`config.mk`:
```
export PLATFORM = sky130hd
export DESIGN_NAME = exp_cmd_filter
export DESIGN_NICKNAME = d
export VERILOG_FILES = /design/src/rtl/exp_cmd_pkg.sv /design/src/rtl/exp_cmd_span.sv /design/src/rtl/exp_cmd_rules.sv /design/src/rtl/exp_rsp_ctrl.sv /design/src/rtl/exp_cmd_filter.sv
export SDC_FILE = /design/constraint.sdc
export NUM_CORES = 1
export LEC_CHECK = 0
export BUFFER_PORTS_ARGS = -buffer_cell sky130_fd_sc_hd__buf_4
export CORE_AREA = 2 2 69 71
export CTS_BUF_LIST = sky130_fd_sc_hd__clkbuf_8 sky130_fd_sc_hd__clkbuf_16
export DETAILED_ROUTE_END_ITERATION = 7
export DIE_AREA = 0 0 71 73
export GPL_TIMING_DRIVEN = 0
export PLACE_DENSITY = 0.83
export SYNTH_ARGS = -nofsm -noshare
export SYNTH_HDL_FRONTEND = slang
export SYNTH_SLANG_ARGS = --single-unit
```
`constraint.sdc`:
```
create_clock -name clk -period 3.4 [get_ports clk]
set_clock_uncertainty 0.1 [all_clocks]
set_input_delay 0.17 -clock clk [delete_from_list [all_inputs] [get_ports clk]]
set_output_delay 0.17 -clock clk [all_outputs]
set_load 0.01 [all_outputs]
```
`src/rtl/exp_cmd_pkg.sv`:
```
package exp_cmd_pkg;
  typedef enum logic [1:0] {TR_IDLE = 2'b00, TR_BUSY = 2'b01, TR_NSEQ = 2'b10, TR_SEQ = 2'b11} trans_e;
  typedef enum logic [2:0] {
    BU_SINGLE = 3'b000, BU_INCR = 3'b001, BU_WRAP4 = 3'b010, BU_INCR4 = 3'b011,
    BU_WRAP8 = 3'b100, BU_INCR8 = 3'b101, BU_WRAP16 = 3'b110, BU_INCR16 = 3'b111
  } burst_e;
  typedef enum logic [1:0] {DW_8 = 2'd0, DW_16 = 2'd1, DW_32 = 2'd2, DW_RSV = 2'd3} dev_width_e;
  typedef enum logic [2:0] {
    DK_ASYNC = 3'd0, DK_SFLASH = 3'd1, DK_ZBT = 3'd2, DK_HPI8 = 3'd3, DK_HPI16 = 3'd4
  } dev_kind_e;
  typedef enum logic [1:0] {RS_OPEN, RS_HOLD, RS_ERR_A, RS_ERR_B} rsp_state_e;
endpackage

```
`src/rtl/exp_cmd_span.sv`:
```
module exp_cmd_span #(
  parameter int LINE_WORDS = 8,
  localparam int IW = $clog2(LINE_WORDS),
  localparam int BW = IW + 1
) (
  input  logic [IW+1:0] addr_lo,
  output logic [BW-1:0] words_left
);
  logic [BW-1:0] line_len;
  logic [BW-1:0] word_idx;

  always_comb begin
    line_len   = BW'(LINE_WORDS);
    word_idx   = {1'b0, addr_lo[IW+1:2]};
    words_left = line_len - word_idx;
  end
endmodule

```
`src/rtl/exp_cmd_rules.sv`:
```
module exp_cmd_rules
  import exp_cmd_pkg::*;
#(
  parameter int LINE_WORDS = 8,
  localparam int IW = $clog2(LINE_WORDS),
  localparam int BW = IW + 1,
  localparam int LW = IW + 2,
  localparam int START_MAX = LINE_WORDS * 2
) (
  input  logic [2:0]    burst,
  input  logic [2:0]    size,
  input  logic          write,
  input  logic [LW-1:0] addr_lo,
  input  logic [1:0]    width,
  input  logic [2:0]    kind,
  input  logic          byte_rd,
  output logic          legal,
  output logic          wrap,
  output logic [BW-1:0] beats
);
  logic [BW-1:0] span_words;
  logic is_hpi, is_zbt32, is_sync, cfg_bad, half_ok, word_ok, word_sz, start_ok;
  logic base_ok;

  exp_cmd_span #(.LINE_WORDS(LINE_WORDS)) u_span (
    .addr_lo   (addr_lo),
    .words_left(span_words)
  );

  always_comb begin
    is_hpi   = (kind == DK_HPI8) || (kind == DK_HPI16);
    is_zbt32 = (kind == DK_ZBT) && (width == DW_32);
    is_sync  = (kind == DK_SFLASH);
    cfg_bad  = (width == DW_RSV) || (kind > DK_HPI16);
    half_ok  = ~addr_lo[0];
    word_ok  = (addr_lo[1:0] == 2'b00);
    word_sz  = (size == 3'd2);
    start_ok = (LW'(START_MAX) >= addr_lo);
  end

  always_comb begin
    base_ok = 1'b0;
    wrap    = 1'b0;
    beats   = BW'(1);
    unique case (burst_e'(burst))
      BU_SINGLE: begin
        unique case (size)
          3'd0:    base_ok = write ? ~is_sync : ((width != DW_16) || byte_rd);
          3'd1:    base_ok = half_ok && !(write && is_sync && (width == DW_16));
          3'd2:    base_ok = word_ok;
          default: base_ok = 1'b0;
        endcase
      end
      BU_INCR4, BU_INCR8: begin
        beats   = (burst == BU_INCR4) ? BW'(4) : BW'(8);
        base_ok = word_sz && word_ok && start_ok && (!write || is_zbt32);
      end
      BU_WRAP8: begin
        beats   = BW'(8);
        wrap    = 1'b1;
        base_ok = !write && word_sz && (addr_lo == '0);
      end
      BU_INCR: begin
        beats   = write ? '0 : span_words;
        base_ok = word_sz && word_ok && is_zbt32;
      end
      default: base_ok = 1'b0;
    endcase
  end

  always_comb begin
    if (cfg_bad)
      legal = 1'b0;
    else if (is_hpi)
      legal = (burst == BU_SINGLE) && (size == 3'd1) && half_ok;
    else
      legal = base_ok;
  end
endmodule

```
`src/rtl/exp_rsp_ctrl.sv`:
```
module exp_rsp_ctrl
  import exp_cmd_pkg::*;
(
  input  logic clk,
  input  logic rst_n,
  input  logic req_seen,
  input  logic req_legal,
  input  logic cmd_ready,
  output logic hreadyout,
  output logic hresp,
  output logic cmd_valid,
  output logic capture_en
);
  rsp_state_e state_q, state_d;
  logic       open_phase;

  always_comb begin
    unique case (state_q)
      RS_OPEN:  hreadyout = 1'b1;
      RS_HOLD:  hreadyout = cmd_ready;
      RS_ERR_A: hreadyout = 1'b0;
      default:  hreadyout = 1'b1;
    endcase
    hresp      = (state_q == RS_ERR_A) || (state_q == RS_ERR_B);
    cmd_valid  = (state_q == RS_HOLD);
    open_phase = hreadyout && req_seen;
    capture_en = open_phase && req_legal;
  end

  always_comb begin
    state_d = state_q;
    if (open_phase)
      state_d = req_legal ? RS_HOLD : RS_ERR_A;
    else if (state_q == RS_ERR_A)
      state_d = RS_ERR_B;
    else if (hreadyout)
      state_d = RS_OPEN;
  end

  always_ff @(posedge clk or negedge rst_n) begin
    if (!rst_n) state_q <= RS_OPEN;
    else        state_q <= state_d;
  end
endmodule

```
`src/rtl/exp_cmd_filter.sv`:
```
module exp_cmd_filter
  import exp_cmd_pkg::*;
#(
  parameter int AW = 32,
  parameter int LINE_WORDS = 8,
  localparam int BW = $clog2(LINE_WORDS) + 1,
  localparam int LW = $clog2(LINE_WORDS) + 2
) (
  input  logic          clk,
  input  logic          rst_n,
  input  logic          hsel,
  input  logic [1:0]    htrans,
  input  logic [2:0]    hburst,
  input  logic [2:0]    hsize,
  input  logic          hwrite,
  input  logic [AW-1:0] haddr,
  input  logic [1:0]    cfg_width,
  input  logic [2:0]    cfg_kind,
  input  logic          cfg_byte_rd,
  output logic          hreadyout,
  output logic          hresp,
  output logic          cmd_valid,
  input  logic          cmd_ready,
  output logic          cmd_write,
  output logic [1:0]    cmd_size,
  output logic          cmd_wrap,
  output logic [BW-1:0] cmd_beats,
  output logic [AW-1:0] cmd_addr
);
  logic          req_seen, req_legal, rule_wrap, capture_en;
  logic [BW-1:0] rule_beats;

  logic          write_q, write_d, wrap_q, wrap_d;
  logic [1:0]    size_q, size_d;
  logic [BW-1:0] beats_q, beats_d;
  logic [AW-1:0] addr_q, addr_d;

  assign req_seen = hsel && (htrans == TR_NSEQ);

  exp_cmd_rules #(.LINE_WORDS(LINE_WORDS)) u_rules (
    .burst  (hburst),
    .size   (hsize),
    .write  (hwrite),
    .addr_lo(haddr[LW-1:0]),
    .width  (cfg_width),
    .kind   (cfg_kind),
    .byte_rd(cfg_byte_rd),
    .legal  (req_legal),
    .wrap   (rule_wrap),
    .beats  (rule_beats)
  );

  exp_rsp_ctrl u_ctrl (
    .clk       (clk),
    .rst_n     (rst_n),
    .req_seen  (req_seen),
    .req_legal (req_legal),
    .cmd_ready (cmd_ready),
    .hreadyout (hreadyout),
    .hresp     (hresp),
    .cmd_valid (cmd_valid),
    .capture_en(capture_en)
  );

  always_comb begin
    write_d = write_q;
    wrap_d  = wrap_q;
    size_d  = size_q;
    beats_d = beats_q;
    addr_d  = addr_q;
    if (capture_en) begin
      write_d = hwrite;
      wrap_d  = rule_wrap;
      size_d  = hsize[1:0];
      beats_d = rule_beats;
      addr_d  = haddr;
    end
  end

  always_ff @(posedge clk or negedge rst_n) begin
    if (!rst_n) begin
      write_q <= 1'b0;
      wrap_q  <= 1'b0;
      size_q  <= '0;
      beats_q <= '0;
      addr_q  <= '0;
    end else begin
      write_q <= write_d;
      wrap_q  <= wrap_d;
      size_q  <= size_d;
      beats_q <= beats_d;
      addr_q  <= addr_d;
    end
  end

  assign cmd_write = write_q;
  assign cmd_wrap  = wrap_q;
  assign cmd_size  = size_q;
  assign cmd_beats = beats_q;
  assign cmd_addr  = addr_q;
endmodule

```
==> implementation parameters, run 1 <==
Parameter                              Value

Clock tree
  Count of hold-fix buffers inserted at cts ... 24
  Maximum buffer depth of the clock tree ... 2
  CTS tree ... yes
  Clock root cell ... sky130_fd_sc_hd__clkbuf_8
  Clock Sinks ... 42
  H-tree level count ... 2
  Number of buffers created by CTS ... 5
  Number of setup buffers added after CTS ... 0
  Clk Latency, worst-skew pair ... approximately 0.28 ns
  Resize count post-CTS ... 0
  Clock transition at path regs ... roughly 0.080 ns

STA
  Slew Limit Headroom ... 64.2%
  Final worst path period share ... between 60% and 70%
  Fin. max-slew vios ... 0
  Slack of the critical path ... ~1.1 ns
  Count of endpoints failing setup in the final report ... 0
  Pin slew with the least headroom to its limit ... ~0.54 ns
  Fmax ... 0.430 GHz
  Final Hold Violating Endpoints ... 0
  Shortest period the worst path allows ... ~2.3 ns
  Post-Route Hold Slack ... ~0.018 ns
  Setup repair after global routing missed its margin ... no
  Final total negative setup slack ... 0 ns

Global routing
  Via count of the first global-routing pass ... ~1700
  Pin count of the biggest net entering global routing ... 43
  Residual overflow from global routing ... 0
  Total global routing track utilization ... between 10% and 20%
  First-pass GRT wire length ... 7.94 mm
  Antenna violations before repair ... 0

Synthesis
  Count of mapped cells out of synthesis ... 146
  Share of synthesized area occupied by flip-flops and latches ... between 50% and 60%
  Number of storage elements in the synthesis netlist ... 42
  Syn nets ... 198
  Area of the mapped netlist ... about 1900 sq um
  Ys Warns ... 0
  Mean area per synthesized cell ... 13.1 sq um
  Synth unique cells ... 36

Floorplan
  Die Y ... approximately 73 microns
  I/O pin count ... 94
  Area of the die ... 5180 sq um
  Die W ... 71 microns
  Floorplan row count ... 25
  Placeable core region ... 4540 sq um
  Initial core utilization ... a little over two fifths

Worst setup path
  Kind of critical path ... primary input to register
  Critical path arrival ... about 2.4 ns
  Endpoint required time on the critical path ... ~3.5 ns
  Highest net fanout along the worst path ... 10
  Endpoint kind of the worst setup timing path ... register
  Critical path startpoint category ... primary input

Routing
  Vias post-DR ... between 1500 and 2000
  Detailed Route Iter0 Violations ... around 110
  Vias per Instance ... between 5 and 6
  Final routed DRC violation total ... 0
  Number of optimization iterations in the first detailed-route pass ... 4
  Final antenna-violating net count ... 0
  Aggregate routed wire length ... around 5 mm
  Average detailed-routed wire length per instance ... roughly 15 microns

Final layout
  Relative area change from synthesis to final layout ... 59.5%
  Filler cell count in the final layout ... ~340
  Fraction of final layout cells with drive strength greater than 1 ... around two fifths
  Multi-input gate area in the final layout ... a little over 800 sq um
  Antenna cells ... 0
  Count of nets after finishing ... around 320
  FF+latch area ... around 1100 sq um
  Final standard cell area without fillers ... just over 3000 sq um

Job
  Reported max-cap violation count ... 0

Outcome
  Result of the run ... completed

Placement
  Port Buffers ... 92
  Placed Instance Area ... roughly 2700 sq um
  Worst slack after detailed placement ... 0.850 ns
  Half-perimeter wire length after detailed placement ... between 3 and 4 mm
  Gp weighted congestion ... 0.862

Min path
  Hold Crit Class ... primary input to register

Power and ir drop
  Leakage Power ... ~1.7 nW
  Worst-case vdd ir drop ... 0.277 mV
  Tot Pwr ... ~0.0011 W
  Cell Pwr Density ... 372 nW/um^2
==> power breakdown <==
group	switching [W]	total [W]	leakage (nW)	internal [W]
logic	0.0000935	0.000215	1.04	0.000122
registers	0.0000167	0.000539	0.583	0.000522
clock network	0.000165	0.000381	0.0579	0.000216
total	0.000275	0.00113	1.68	0.000860
==> final timing paths <==
| check | start | to | slack [ns] | depth (start not counted) |
|---|---|---|---|---|
| max in group asynchronous | rst_n | cmd_addr[24] | 2.52 | 2 |
| hold / removal | haddr[16] | cmd_addr[16] | 0.02 | 2 |
| hold reg to reg | cmd_addr[15] | cmd_addr[15] | 0.39 | 1 |
| min in group asynchronous | rst_n | cmd_addr[22] | 0.32 | 2 |
| setup reg to reg | u_ctrl.state_q[0] | cmd_write | 1.52 | 6 |
| setup / recovery | haddr[2] | cmd_write | 1.07 | 10 |
==> cells in the mapped netlist (all sizes together) <==
| master | n | area (sq um) |
|---|---|---|
| dfrtp | 42 | 1050 |
| mux2 | 40 | 450 |
| nor2 | 7 | 26.3 |
| inv | 6 | 22.5 |
| nor3 | 6 | 30.0 |
| buf | 5 | 27.5 |
| nor2b | 4 | 25.0 |
| a21oi | 3 | 15.0 |
| nand2 | 3 | 11.3 |
| nor4b | 3 | 26.3 |
| a221oi | 2 | 23.8 |
| and2 | 2 | 12.5 |
| o21ai | 2 | 10.0 |
| a2111oi | 1 | 8.76 |
| a211oi | 1 | 7.51 |
| a21o | 1 | 7.51 |
| a31oi | 1 | 6.26 |
| a32oi | 1 | 8.76 |
| a41o | 1 | 10.0 |
| and4 | 1 | 8.76 |
| clkbuf | 1 | 3.75 |
| ha | 1 | 12.5 |
| nand2b | 1 | 13.8 |
| nand4 | 1 | 12.5 |
| nor3b | 1 | 7.51 |
| nor4 | 1 | 6.26 |
| nor4bb | 1 | 10.0 |
| o211a | 1 | 10.0 |
| o21a | 1 | 7.51 |
| o311ai | 1 | 8.76 |
| o32ai | 1 | 8.76 |
| or2 | 1 | 6.26 |
| or3 | 1 | 6.26 |
| xnor2 | 1 | 8.76 |
==> metrics by stage <==
stage | util, % | instances
5_1_grt | 67.2 | 327
2_1_floorplan | - | 146
4_1_cts | 66.6 | 324
3_5_place_dp | 58.9 | 292
3_3_place_gp | 58.9 | 292
6_report | 67.2 | 327
==> state kept, by name, indices dropped and copies added (netlist names) <==
name,cells
cmd_addr,32
cmd_beats,4
cmd_size,2
cmd_wrap,1
cmd_write,1
u_ctrl.state_q,2
==> cell usage in the layout (no fill, tap or decap), types with 2 or more instances in the layout <==
cell,instances
sky130_fd_sc_hd__nor2b_1,4
sky130_fd_sc_hd__nor3_1,6
sky130_fd_sc_hd__nor4b_1,3
sky130_fd_sc_hd__clkinv_2,2
sky130_fd_sc_hd__a21oi_1,3
sky130_fd_sc_hd__buf_4,93
sky130_fd_sc_hd__buf_2,4
sky130_fd_sc_hd__and2_1,2
sky130_fd_sc_hd__inv_1,6
sky130_fd_sc_hd__dlygate4sd3_1,27
sky130_fd_sc_hd__nor2_1,7
sky130_fd_sc_hd__clkbuf_8,5
sky130_fd_sc_hd__nand2_1,3
sky130_fd_sc_hd__o21ai_1,2
sky130_fd_sc_hd__mux2_1,40
sky130_fd_sc_hd__dfrtp_1,42
==> routing by layer <==
| metal | up-vias | global-route usage, % | wire length, microns |
|---|---|---|---|
| li1 | 779 | - | - |
| met1 | 840 | 22.8 | 1940 |
| met2 | 53 | 35.9 | 2720 |
| met3 | 2 | 5.25 | 305 |
| met4 | 0 | 5.66 | 17 |
| met5 | - | 0 | 0 |
==> worst max-delay path: stages <==
cell and delay (ns):
sky130_fd_sc_hd__buf_4 0.12, sky130_fd_sc_hd__inv_1 0.07, sky130_fd_sc_hd__ha_1 0.19, sky130_fd_sc_hd__nor2b_1 0.09, sky130_fd_sc_hd__a2111oi_0 0.48, sky130_fd_sc_hd__o311ai_1 0.13
sky130_fd_sc_hd__o32ai_1 0.25, sky130_fd_sc_hd__nand4_2 0.25, sky130_fd_sc_hd__buf_2 0.28, sky130_fd_sc_hd__mux2_1 0.35
==> logic make-up after synthesis <==
family                   share of synthesized area, %
adder cells (fa/ha/maj)                         0.654
AND/OR/NAND/NOR                                  10.6
flip-flops                                       55.0
XOR/XNOR                                        0.458
multiplexers                                     23.6
buffers and inverters                            2.81
AO/OA/AOI/OAI                                    6.94
==> layout make-up <==
cell class / instances / share of cell area [%]
sequential: 42 / 34.5
timing repair buffer: 119 / 31.5
multi-input combinational: 92 / 26.5
clock buffer: 5 / 2.26
tap: 54 / 2.22
clock inverter: 3 / 1.31
buffer: 6 / 1.03
inverter: 6 / 0.739
Note: power is estimated with default switching activity, not from simulation.
==> inputs of run 2 (changes only) <==
- ABC_AREA: default -> 1
- CORE_AREA: 2 2 69 71 -> 2 2 73 75
- DIE_AREA: 0 0 71 73 -> 0 0 75 77
- PLACE_DENSITY: 0.83 -> 0.81
- clock period: 3.4 -> 2.2 ns (I/O delays scaled with it)
==> run 2 against run 1 <==
Compared with the run above: worst hold slack got worse by 0.0084 ns; die area grew 11%; non-clock buffer count is 18 higher; register-to-register slack worse by 0.99 ns; flip-flop and latch count is the same; power grew 55%; global-route usage increased by 2.6 points; critical path type unchanged; critical endpoint is now cmd_addr[5]; largest cell class is now non-clock buffers.
==> implementation parameters, run 2 <==
Parameter                              Value

Worst setup path
  Endpoint required time on the critical path ... 2.29 ns
  Most frequent cell on the critical path ... sky130_fd_sc_hd__nand2_1
  Biggest cell delay along the critical path ... around 0.54 ns
  Critical path startpoint category ... primary input
  Kind of critical path ... primary input to register
  Slowest stage cell, crit path ... sky130_fd_sc_hd__dlygate4sd3_1
  Critical path arrival ... roughly 2.2 ns
  Cell Chain, Critical Path ... dlygate4sd3_1 -> buf_4 -> inv_1 -> ha_1 -> inv_1 -> nor2_1 -> nand2_1 -> nor2_1 -> nor2_1 -> nand2_1 -> nand2_1 -> nand2_4 -> nand3_4 -> buf_6 -> nand2_1 -> nand2_1
  Endpoint kind of the worst setup timing path ... register
  Highest net fanout along the worst path ... 10

Synthesis
  Most frequent cell after synthesis ... sky130_fd_sc_hd__nand2_1
  Number of enable-type register cells in the synthesized netlist ... 0
  Syn nets ... 327
  Share of synthesized area occupied by flip-flops and latches ... between 40% and 50%
  Largest cells by area after synthesis ... sky130_fd_sc_hd__dfrtp_1 (49%), sky130_fd_sc_hd__nand2_1 (20%), sky130_fd_sc_hd__nand4_1 (12%)
  Primary flip-flop cell chosen by synthesis mapping ... sky130_fd_sc_hd__dfrtp_1
  Synth unique cells ... 23
  Number of storage elements in the synthesis netlist ... 42
  Largest area contributor in the synthesized netlist ... sky130_fd_sc_hd__dfrtp_1
  Share of the synthesized area in the top cell type ... slightly below 50%
  Ranking of synthesized cells by instance count ... sky130_fd_sc_hd__nand2_1 (116), sky130_fd_sc_hd__dfrtp_1 (42), sky130_fd_sc_hd__nand4_1 (40), sky130_fd_sc_hd__inv_1 (18), sky130_fd_sc_hd__nor2_1 (17)
  Count of mapped cells out of synthesis ... between 200 and 300
  Share of synthesized registers carrying an async set or reset ... 100%
  Mean area per synthesized cell ... a little under 8 sq um
  Ys Warns ... 0
  Area of the mapped netlist ... ~2200 sq um

Global routing
  Antenna violations before repair ... 0
  Pin count of the biggest net entering global routing ... 43
  First-pass GRT wire length ... slightly above 10 mm
  Residual overflow from global routing ... 0
  Via count of the first global-routing pass ... between 2000 and 2500
  Total global routing track utilization ... between 20% and 30%

Placement
  Placed cell count ... between 400 and 500
  Gp weighted congestion ... around 0.92
  Port Buffers ... just over 90
  Half-perimeter wire length after detailed placement ... approximately 4.3 mm

Final layout
  Leading cell type in the layout, fill and taps excluded ... sky130_fd_sc_hd__nand2_1
  FF+latch area ... between 1000 and 1500 sq um
  Final non-filler cell total ... about 480
  Fraction of final layout cells with drive strength greater than 1 ... roughly 30%
  Antenna cells ... 0
  Multi-input gate area in the final layout ... ~920 sq um
  Count of nets after finishing ... 460
  Commonest cells after routing, fill and taps aside ... sky130_fd_sc_hd__nand2_1 (116), sky130_fd_sc_hd__buf_4 (97), sky130_fd_sc_hd__dfrtp_1 (42)
  Filler cell count in the final layout ... about 440
  Relative area change from synthesis to final layout ... 56.2%
  Largest register FFs ... 32

Clock tree
  Clock Sinks ... 42
  Clk Latency, worst-skew pair ... just under 0.3 ns
  Clock root cell ... sky130_fd_sc_hd__clkbuf_8
  Number of buffers created by CTS ... 5
  CTS tree ... yes
  H-tree level count ... 2
  Maximum buffer depth of the clock tree ... 2
  Clock transition at path regs ... around 0.09 ns

Floorplan
  I/O pin count ... 94
  Die Y ... 77 microns
  Die W ... between 70 and 80 microns
  Area of the die ... 5780 sq um
  Floorplan row count ... 26
  Placeable core region ... between 4000 and 5000 sq um
  Initial core utilization ... 43.5%

Job
  Reported max-cap violation count ... 0

Routing
  Wire length the detailed router placed on met1 ... around 2.5 mm
  Top Metal Used ... met4
  Final routed DRC violation total ... 0
  Vias per Instance ... 4.90
  Met3 wire length ... around 340 microns
  Number of optimization iterations in the first detailed-route pass ... 4
  Average detailed-routed wire length per instance ... approximately 13 microns
  Detailed Route Iter0 Violations ... between 100 and 150
  Final antenna-violating net count ... 0
  Wire length on met2 ... approximately 3.2 mm
  Vias post-DR ... between 2000 and 2500
  Aggregate routed wire length ... between 6 and 7 mm

STA
  Final total negative setup slack ... 0 ns
  Pin slew with the least headroom to its limit ... about 0.52 ns
  Final worst path period share ... between 90% and 100%
  Fin. max-slew vios ... 0
  Shortest period the worst path allows ... about 2 ns
  Fmax ... 0.486 GHz
  Final Hold Violating Endpoints ... 0
  Setup repair after global routing missed its margin ... no
  Count of endpoints failing setup in the final report ... 0
  Slew Limit Headroom ... 65.0%

Power and ir drop
  Cell internal power dissipation ... ~0.0013 W
  Cell Pwr Density ... 521 nW/um^2
  Switching power total ... between 0.0004 and 0.0005 W
  Worst-case vdd ir drop ... between 0.2 and 0.3 mV
  Fraction of power consumed by the clock network ... just under 30%
  Switching share of power ... between 20 and 30%
  Combinational share of power ... 23.8%
  Fraction of power consumed by sequential logic ... roughly 47%
  Leakage Power ... 1.92 nW

Outcome
  Result of the run ... completed

Min path
  Hold Crit Class ... primary input to register
## run 2: cell count changes in the layout (fill, tap and decap cells not counted), sizes merged, moves of 2 or more
cell,change
nor4b,-3
nor3,-5
buf,+12
a221oi,-2
nand4,+39
nor2,+12
nor2b,-4
inv,+15
a21oi,-2
mux2,-40
nand3,+9
nand2,+114
and2,-2
dlygate4sd3,+6
## run 2: kinds of logic after synthesis
kind of cell,Yosys count,synth area share (%)
buf+inv,39,9.31
flops,42,48.6
simple gates,188,39.7
fa+ha+maj,1,0.578
compound gates,5,1.79
## run 2: power by group through the flow
| stage | clock network, W | logic [W] | registers, W |
|---|---|---|---|
| after global routing | 0.000549 | 0.000462 | 0.000832 |
| after floorplan | 0 | 0.000162 | 0.000848 |
| final | 0.000515 | 0.000419 | 0.000826 |
| after global placement | 0 | 0.000366 | 0.000840 |
| after CTS | 0.000524 | 0.000419 | 0.000826 |
| after detailed placement | 0 | 0.000371 | 0.000841 |
## run 2: per-stage QoR
step                hold slack (ns)  utilization, %  power [W]  cell area [sq um]  setup WS [ns]
floorplan                    -0.286               -    0.00101               2160          0.725
global placement             0.0211            59.3    0.00121               2950          0.447
detailed placement           0.0294            59.3    0.00121               2950          0.378
CTS                         0.00680            67.8    0.00177               3370          0.137
global route                 0.0159            67.9    0.00184               3380        0.00562
finish                      0.00912            67.9    0.00176               3380          0.144
## run 2: per-layer routing
metal | track usage [%] | up-vias
met4 | 8.04 | 0
met5 | 0 | -
met3 | 2.63 | 10
met2 | 39.7 | 82
met1 | 26.8 | 1092
li1 | - | 1161
## run 2: final timing paths
| path | slack (ns) | startpoint | to | cells after the start |
|---|---|---|---|---|
| max | 0.14 | haddr[2] | cmd_addr[5] | 16 |
| min | 0.009 | hsize[0] | cmd_size[0] | 3 |
| max reg2reg | 0.53 | u_ctrl.state_q[0] | cmd_beats[1] | 8 |
| min reg2reg | 0.37 | cmd_size[1] | cmd_size[1] | 2 |
| max in group asynchronous | 1.39 | rst_n | cmd_addr[28] | 2 |
| min in group asynchronous | 0.23 | rst_n | cmd_addr[6] | 2 |
## run 2: worst max-delay path, delay by kind of cell
| kind | cells | cell delay (ns) |
|---|---|---|
| and+or+nand+nor | 10 | 0.88 |
| adders and majority gates | 1 | 0.18 |
| buffers and inverters | 5 | 0.98 |
## run 2: timing repair
| item | in CTS | in global routing |
|---|---|---|
| hold buffers | 33 | 0 |
| buffers inserted | 0 | 0 |
| hold endpoints to repair | 74 | 0 |
| gates resized for setup | 0 | 1 |
| setup endpoints to repair | 0 | 2 |
## run 2: area by class of cell
| cell class | instances | area share (%) |
|---|---|---|
| repair buffers | 126 | 30.4 |
| flip-flops and latches | 42 | 31.1 |
| inverters | 22 | 2.44 |
| multi-input cells | 194 | 27.1 |
| well taps | 70 | 2.59 |
| clock buffers | 6 | 2.44 |
| plain buffers | 17 | 3.52 |
| clock inverters | 2 | 0.370 |
==> inputs of run 3 (changes only) <==
- CORE_AREA: 2 2 73 75 -> 2 2 71 73
- DIE_AREA: 0 0 75 77 -> 0 0 73 75
- PLACE_DENSITY: 0.81 -> 0.83
- SYNTH_HIERARCHICAL: default -> 1
==> run 3 against run 2 <==
Compared with the run above: design area down 2.2%; die area down 5.2%; worst setup slack worse by 0.016 ns; count of clock-buffer cells in the layout down 1; first-iteration DRC count up 3.6%; critical path depth unchanged; worst hold slack better by 0.0055 ns; sequential power up 2.8%; largest cell class unchanged.
==> implementation parameters, run 3 <==
Parameter                              Value

Clock tree
  Clk Latency, worst-skew pair ... just under 0.3 ns
  Clock transition at path regs ... 0.08 ns
  Number of setup buffers added after CTS ... 0
  CTS tree ... yes
  Maximum buffer depth of the clock tree ... 2
  Number of buffers created by CTS ... 5
  H-tree level count ... 2
  Resize count post-CTS ... 0
  Clock root cell ... sky130_fd_sc_hd__clkbuf_8
  Clock Sinks ... 42

Worst setup path
  Most frequent cell on the critical path ... sky130_fd_sc_hd__nand2_1
  Kind of critical path ... primary input to register
  Buffers and inverters on the worst path ... 5
  Cell Chain, Critical Path ... dlygate4sd3_1 -> buf_4 -> nor2_1 -> nand3_2 -> nor2_2 -> nand3_1 -> nand2_1 -> nand2_1 -> a21oi_2 -> nand2_1 -> nor2_2 -> buf_6 -> inv_8 -> buf_6 -> nand2_1 -> nand2_1
  Highest net fanout along the worst path ... 10
  Biggest cell delay along the critical path ... 0.56 ns
  Endpoint required time on the critical path ... roughly 2.3 ns
  Critical path arrival ... 2.16 ns
  Top cell family by delay on the critical path ... buffers and inverters
  Critical path startpoint category ... primary input
  Endpoint kind of the worst setup timing path ... register
  Slowest stage cell, crit path ... sky130_fd_sc_hd__dlygate4sd3_1

Routing
  Aggregate routed wire length ... approximately 5.5 mm
  Detailed Route Iter0 Violations ... approximately 110
  Vias per Instance ... roughly 4.6
  Number of optimization iterations in the first detailed-route pass ... 4
  Final antenna-violating net count ... 0
  Average detailed-routed wire length per instance ... 12.0 microns
  Vias post-DR ... between 2000 and 2500
  Final routed DRC violation total ... 0

Floorplan
  Floorplan row count ... 25
  Area of the die ... between 5000 and 6000 sq um
  Die W ... about 73 microns
  Die Y ... ~75 microns
  Initial core utilization ... about 44%
  I/O pin count ... 94
  Placeable core region ... roughly 4700 sq um

Synthesis
  Ys Warns ... 6
  Most frequent cell after synthesis ... sky130_fd_sc_hd__nand2_1
  Count of mapped cells out of synthesis ... 265
  Area of the mapped netlist ... 2070 sq um
  Share of synthesized area occupied by flip-flops and latches ... roughly half
  Share of synthesized registers carrying an async set or reset ... 100%
  Area fraction in compound gates after synthesis ... roughly 1.4%
  Mean area per synthesized cell ... slightly below 8 sq um
  Syn nets ... roughly 320
  Share of synthesized cell area in full adder, half adder and majority cells ... less than 1%
  Largest area contributor in the synthesized netlist ... sky130_fd_sc_hd__dfrtp_1
  Post-synthesis xor/xnor area fraction ... 0%
  Share of the synthesized area in the top cell type ... between 50% and 60%
  Simple-gate share of the synthesized area ... a little under two fifths
  Ranking of synthesized cells by instance count ... sky130_fd_sc_hd__nand2_1 (137), sky130_fd_sc_hd__dfrtp_1 (42), sky130_fd_sc_hd__nor2_1 (21), sky130_fd_sc_hd__inv_1 (14), sky130_fd_sc_hd__nand2_2 (12)
  Dominant combinational cell family by area after synthesis ... simple AND/OR/NAND/NOR gates
  Multiplexer share of the synthesized area ... 0%
  Number of storage elements in the synthesis netlist ... 42
  Synth unique cells ... 22
  Largest cells by area after synthesis ... sky130_fd_sc_hd__dfrtp_1 (51%), sky130_fd_sc_hd__nand2_1 (25%), sky130_fd_sc_hd__nor2_1 (3.8%)
  Primary flip-flop cell chosen by synthesis mapping ... sky130_fd_sc_hd__dfrtp_1
  Number of enable-type register cells in the synthesized netlist ... 0

STA
  Count of endpoints failing setup in the final report ... 0
  Setup repair after global routing missed its margin ... no
  Final total negative setup slack ... 0 ns
  Fmax ... a little under 0.5 GHz
  Final Hold Violating Endpoints ... 0
  Pin slew with the least headroom to its limit ... between 0.5 and 0.6 ns
  Shortest period the worst path allows ... around 2.1 ns
  Slew Limit Headroom ... 65.9%
  Final worst path period share ... a little over nine tenths
  Fin. max-slew vios ... 0

Final layout
  Relative area change from synthesis to final layout ... 59.5%
  FF+latch area ... approximately 1100 sq um
  Commonest cells after routing, fill and taps aside ... sky130_fd_sc_hd__nand2_1 (137), sky130_fd_sc_hd__buf_4 (94), sky130_fd_sc_hd__dfrtp_1 (42)
  Leading cell type in the layout, fill and taps excluded ... sky130_fd_sc_hd__nand2_1
  Largest register FFs ... 32
  Utilization after layout ... between 70% and 80%
  Antenna cells ... 0
  Filler cell count in the final layout ... approximately 350
  Count of nets after finishing ... between 400 and 500
  Fraction of final layout cells with drive strength greater than 1 ... roughly a third
  Multi-input gate area in the final layout ... ~800 sq um

Placement
  Port Buffers ... 93
  Gp weighted congestion ... between 0.8 and 0.9
  Half-perimeter wire length after detailed placement ... around 3.7 mm

Job
  Reported max-cap violation count ... 0

Global routing
  Residual overflow from global routing ... 0
  Via count of the first global-routing pass ... approximately 2100
  Total global routing track utilization ... between 20% and 30%
  First-pass GRT wire length ... between 9 and 10 mm
  Pin count of the biggest net entering global routing ... 43
  Antenna violations before repair ... 0

Power and ir drop
  Leakage Power ... roughly 1.9 nW
  Cell Pwr Density ... 553 nW/um^2
  Worst-case vdd ir drop ... around 0.28 mV

Min path
  Hold Crit Class ... primary input to register

Outcome
  Result of the run ... completed
==> run 3: final cells by class <==
type / instances / area share, %
sequential: 42 / 31.8
clock inverter: 3 / 1.14
timing repair buffer: 129 / 32.0
tap: 54 / 2.04
clock buffer: 5 / 2.08
buffer: 11 / 3.90
inverter: 20 / 2.50
multi-input combinational: 192 / 24.5
==> run 3: per-layer routing <==
metal,global-route usage [%],part of all wire [%],vias to the layer above
li1,-,-,1064
met1,25.4,42,967
met2,38.7,52,71
met3,3.35,4.8,6
met4,8.44,1.1,0
met5,0,0,-
==> run 3: timing repair <==
action,CTS,global route
hold buffers,36,0
endpoints found under the setup margin,0,0
endpoints found under the hold margin,77,0
==> run 3: worst paths after layout <==
path / cells past startpoint / endpoint / from / slack, ns
max reg2reg: 9 / cmd_addr[14] / u_ctrl/state_q[0] / 0.80
min reg2reg: 2 / cmd_addr[10] / cmd_addr[10] / 0.38
min in group asynchronous: 2 / cmd_addr[18] / rst_n / 0.24
min: 4 / cmd_wrap / hburst[0] / 0.01
max: 16 / cmd_addr[14] / haddr[1] / 0.13
max in group asynchronous: 2 / cmd_write / rst_n / 1.41
==> run 3: worst register-to-register path, delay by kind of cell, from the launching register on <==
family	cells	cell delay, ns
and+or+nand+nor	5	0.42
buffers and inverters	4	0.41
DFF	1	0.37
==> run 3: through the flow <==
step | worst slack, ns | power, W | hold WS (ns) | instance area, sq um | std cells
2_1_floorplan | 0.721 | 0.00100 | -0.286 | 2070 | 265
3_5_place_dp | 0.406 | 0.00121 | 0.0223 | 2840 | 412
3_3_place_gp | 0.448 | 0.00119 | 0.0232 | 2840 | 412
4_1_cts | 0.165 | 0.00184 | 0.0112 | 3300 | 456
6_report | 0.128 | 0.00183 | 0.0146 | 3300 | 456
5_1_grt | 0.00242 | 0.00191 | 0.0262 | 3300 | 456
==> run 3: logic make-up after synthesis <==
family,after synthesis
compound gates,5
flops,42
simple gates,186
fa+ha+maj,1
buf+inv,31
==> run 3: report_power, final <==
part / internal [W] / switching, W / total (W)
Clock: 0.000330 / 0.000250 / 0.000580
Combinational: 0.000215 / 0.000185 / 0.000399
Sequential: 0.000817 / 0.0000318 / 0.000849
